`src/rtl/pwmc_pkg.sv`:
```
package pwmc_pkg;
  localparam int unsigned DEF_CNT_W = 11;

  typedef struct packed {
    logic hi_en;
    logic br_en;
  } en_pair_t;

  localparam en_pair_t EN_OFF = '{hi_en: 1'b0, br_en: 1'b0};
endpackage

```
`src/rtl/pwmc_shadow.sv`:
```
module pwmc_shadow
  import pwmc_pkg::*;
#(
  parameter int unsigned CNT_W = DEF_CNT_W
) (
  input  logic             clk,
  input  logic             rst,
  input  logic             kill,
  input  logic             commit,
  input  en_pair_t         stage_en,
  input  logic [CNT_W-1:0] stage_match,
  output en_pair_t         act_en,
  output logic [CNT_W-1:0] act_match
);
  always_ff @(posedge clk or posedge kill) begin
    if (kill) begin
      act_en    <= EN_OFF;
      act_match <= '0;
    end else if (rst) begin
      act_en    <= EN_OFF;
      act_match <= '0;
    end else if (commit) begin
      act_en    <= stage_en;
      act_match <= stage_match;
    end
  end
endmodule

```
`src/rtl/pwmc_compare.sv`:
```
module pwmc_compare
  import pwmc_pkg::*;
#(
  parameter int unsigned CNT_W = DEF_CNT_W
) (
  input  logic [CNT_W-1:0] cnt,
  input  logic [CNT_W-1:0] match,
  input  en_pair_t         en,
  output logic             hi_next,
  output logic             br_next
);
  logic below;

  always_comb begin
    below   = (cnt < match);
    hi_next = en.hi_en & below;
    br_next = en.br_en;
  end
endmodule

```
`src/rtl/pwmc_outstage.sv`:
```
module pwmc_outstage (
  input  logic clk,
  input  logic rst,
  input  logic kill,
  input  logic hi_next,
  input  logic br_next,
  output logic hi_q,
  output logic br_q
);
  always_ff @(posedge clk or posedge kill) begin
    if (kill) begin
      hi_q <= 1'b0;
      br_q <= 1'b0;
    end else if (rst) begin
      hi_q <= 1'b0;
      br_q <= 1'b0;
    end else begin
      hi_q <= hi_next;
      br_q <= br_next;
    end
  end
endmodule

```
`src/rtl/pwm_phase_channel.sv`:
```
module pwm_phase_channel
  import pwmc_pkg::*;
#(
  parameter int unsigned CNT_W = DEF_CNT_W
) (
  input  logic             clk,
  input  logic             rst,
  input  logic             failsafe,
  input  logic [CNT_W-1:0] cnt,
  input  logic             wrap,
  input  logic             stage_valid,
  input  logic             stage_hi_en,
  input  logic             stage_br_en,
  input  logic [CNT_W-1:0] stage_match,
  output logic             hi_gate,
  output logic             bridge_en
);
  en_pair_t         stage_en;
  en_pair_t         act_en;
  logic [CNT_W-1:0] act_match;
  logic             commit;
  logic             hi_next;
  logic             br_next;

  assign stage_en = '{hi_en: stage_hi_en, br_en: stage_br_en};
  assign commit   = wrap & stage_valid;

  pwmc_shadow #(.CNT_W(CNT_W)) u_shadow (
    .clk         (clk),
    .rst         (rst),
    .kill        (failsafe),
    .commit      (commit),
    .stage_en    (stage_en),
    .stage_match (stage_match),
    .act_en      (act_en),
    .act_match   (act_match)
  );

  pwmc_compare #(.CNT_W(CNT_W)) u_cmp (
    .cnt     (cnt),
    .match   (act_match),
    .en      (act_en),
    .hi_next (hi_next),
    .br_next (br_next)
  );

  pwmc_outstage u_out (
    .clk     (clk),
    .rst     (rst),
    .kill    (failsafe),
    .hi_next (hi_next),
    .br_next (br_next),
    .hi_q    (hi_gate),
    .br_q    (bridge_en)
  );
endmodule

```
`config.mk`:
```
export PLATFORM = sky130hd
export DESIGN_NAME = pwm_phase_channel
export DESIGN_NICKNAME = d
export VERILOG_FILES = /design/src/rtl/pwmc_pkg.sv /design/src/rtl/pwmc_shadow.sv /design/src/rtl/pwmc_compare.sv /design/src/rtl/pwmc_outstage.sv /design/src/rtl/pwm_phase_channel.sv
export SDC_FILE = /design/constraint.sdc
export NUM_CORES = 1
export LEC_CHECK = 0
export CAP_MARGIN = 30
export CORE_ASPECT_RATIO = 1.4
export CORE_MARGIN = 2
export CORE_UTILIZATION = 38
export CTS_CLUSTER_DIAMETER = 120
export DETAILED_ROUTE_END_ITERATION = 10
export PLACE_DENSITY_LB_ADDON = 0.05
export SLEW_MARGIN = 20
export SYNTH_ARGS = -nofsm -noshare
export SYNTH_HDL_FRONTEND = slang
export SYNTH_SLANG_ARGS = --single-unit
```
`constraint.sdc`:
```
create_clock -name clk -period 1.3 [get_ports clk]
set_input_delay 0.13 -clock clk [delete_from_list [all_inputs] [get_ports clk]]
set_output_delay 0.13 -clock clk [all_outputs]
set_load 0.01 [all_outputs]
```
==> metrics.csv <==
stage;metric;value;unit
final_layout;final_cell_mix;nand2_1, clkdlybuf4s50_1, a21oi_1, dfrtp_1, buf_4;
sta;rsz0062_at_grt;true;
power_and_ir_drop;powerDensity;755;nW/um2
floorplan;rows;20;
worst_setup_path;cp-start-kind;flip-flop;
yosys;ys_seq_area_frac;0.452;
sta;finalHoldViolCount;0;
sta;drv_slew;0;
drt;wire_per_inst;12.3;um
global_routing;grt_usage;0.162;
drt;drt_iter0_markers;13;
sta;timing.setup.tns;-0.0237;ns
worst_setup_path;r2r_start;u_shadow.act_match[5]$_DFFE_PP0P_;
drt;drt.antenna.violating_nets;0;
final_layout;antenna_cells_inserted;0;
flow_run;drv_cap;0;
floorplan;die-area;2580;um2
power_and_ir_drop;p_leak;0.593;nW
global_routing;grt_overflow;0;
yosys;synthesis.area;830;um2
sta;fin_hold_ws;0.150;ns
yosys;synthesis.instances;97;
power_and_ir_drop;finalPower;1.01;mW
clock_tree;cts_buffers;3;
worst_setup_path;path_max_fanout;2;
floorplan;die_w;43.5;um
drt;wirelength;1980;um
clock_tree;cts.sinks;15;
clock_tree;clockRootBuffer;clkbuf_4;
floorplan;core;2130;um2
clock_tree;cts_buffer_depth;2;
worst_setup_path;r2r_slack;-0.02;ns
final_layout;area_growth;61.7;%
placed_design;dpl_cell_area;1190;um2
status;violations;setup timing;
final_layout;drive_gt1_frac;0.180;
final_layout;post-route-util;0.631;
hold_path;hold_class;input pin to asynchronous set/reset pin;
placed_design;placed_cells;151;
drt;via_count;790;
clock_tree;cts_hold_buf;0;
yosys;synth_area_per_cell;8.55;um2
drt;drc_errors;0;
sta;max_freq;755;MHz
sta;fin_crit;1.32;ns
placed_design;post-place-ws;-0.283;ns
placed_design;dp_hpwl;1460;um
global_routing;antenna_found_initial;0;
yosys;ys_types;16;
drt;dr.pass1.iters;2;
placed_design;place_congestion;0.749;
worst_setup_path;endpoint;u_out.hi_q$_DFF_PP0_;
final_layout;nets;179;
status;status;complete, but fails checks;
drt;via_per_inst;4.91;
sta;tightest_slew;0.282;ns
sta;max_slew_margin;0.810;
worst_setup_path;critPathLaunch;u_shadow.act_match[5]$_DFFE_PP0P_;
worst_setup_path;crit_path_end_kind;flip-flop;
clock_tree;clkLatencyLatePin;0.28;ns
power_and_ir_drop;vdd_ir_drop_max;0.542;mV
global_routing;grt_pass1_vias;765;
clock_tree;cts_tree;done;
sta;fin_ws;-0.0237;ns
sta;fin_skew;0.00717;ns
final_layout;fin_area;1340;um2
yosys;yosys_warnings;0;
global_routing;grt_max_degree;16;
worst_setup_path;r2r_cells;5;
clock_tree;clkTransAtPathRegs;0.09;ns
worst_setup_path;r2r-end;u_out.hi_q$_DFF_PP0_;
worst_setup_path;cp.arrival;1.52;ns
yosys;synth_fp_nets;136;
floorplan;io_pins;31;
placed_design;io_buffers;30;
final_layout;fill_cells;185;
global_routing;grt_pass1_wl;3080;um
sta;period_share;1.02;
worst_setup_path;cp.required;1.49;ns
sta;finalSetupViolations;1;
floorplan;die_h;59.3;um
clock_tree;h-tree-depth;1;
floorplan;start_util;0.390;
worst_setup_path;critical_path_class;flip-flop to flip-flop;
final_layout;final_cells;161;
yosys;synth.ff_latch_count;15;
==> cells in the mapped netlist <==
cell      number  area (um2)
nand2_1       29         109
a21oi_1       16        80.1
dfrtp_1       15         375
inv_1         11        41.3
ha_1          10         125
o21ai_0        3        15.0
and4_1         2        17.5
buf_2          2        10.0
nor2b_1        2        12.5
a211oi_1       1        7.51
a221oi_1       1        8.76
and2_0         1        6.26
and2_1         1        6.26
clkbuf_1       1        3.75
nor2_1         1        3.75
o211ai_1       1        7.51
==> kinds of logic (layout without fill, tap and decap cells) <==
logic type	after synthesis	count (layout)	synth area share
compound gates	22	22	0.143
simple gates	36	36	0.187
fa+ha+maj	10	10	0.151
flops	15	15	0.452
buf+inv	14	56	0.0664
==> critical path, stage by stage (launching register included) <==
cell and delay [ns]:
dfrtp_1 0.39, inv_2 0.07, ha_4 0.19, and4_1 0.20
and2_1 0.16, a221oi_2 0.22
==> area by class of cell <==
class | instances | area, um2 | area share
tap | 22 | 27.5 | 0.0205
clock buffer | 4 | 26.3 | 0.0196
timing repair buffer | 41 | 398 | 0.297
sequential | 15 | 375 | 0.280
multi-input combinational | 68 | 473 | 0.353
inverter | 11 | 41.3 | 0.0308
==> sequential cells by signal (all words and copies together) (netlist names) <==
signal and cells:
u_out.br_q 1, u_out.hi_q 1, u_shadow.act_en 2, u_shadow.act_match 11
==> repair_timing <==
| action | in CTS | in global routing |
|---|---|---|
| setup endpoints to repair | 1 | 2 |
| resized for setup | 5 | 9 |
| pin swaps | 3 | 3 |
| buffers inserted | 1 | 5 |
==> layer usage <==
metal | track usage | part of all wire | up-vias
met2 | 0.307 | 0.54 | 21
met1 | 0.177 | 0.40 | 365
met3 | 0.0213 | 0.046 | 2
li1 | - | - | 402
met5 | 0 | 0 | -
met4 | 0.0649 | 0.010 | 0
==> report_power, final <==
part	leakage (nW)	internal (mW)	switching, mW
registers	0.204	0.485	0.00937
clock network	0.0150	0.119	0.141
logic	0.374	0.155	0.104
==> how the worst min path moves through the flow <==
stage | start | to | slack, ns | cells past startpoint
3_5_place_dp | failsafe | u_shadow.act_match[5]$_DFFE_PP0P_ | 0.46 | 3
4_1_cts | failsafe | u_shadow.act_match[9]$_DFFE_PP0P_ | 0.15 | 3
5_1_grt | failsafe | u_out.hi_q$_DFF_PP0_ | 0.17 | 3
6_report | failsafe | u_shadow.act_en[1]$_DFFE_PP0P_ | 0.15 | 3
2_1_floorplan | failsafe | u_out.br_q$_DFF_PP0_ | 0.03 | 1
3_3_place_gp | failsafe | u_out.br_q$_DFF_PP0_ | 0.45 | 3
Power figures use the tool's default switching activity.
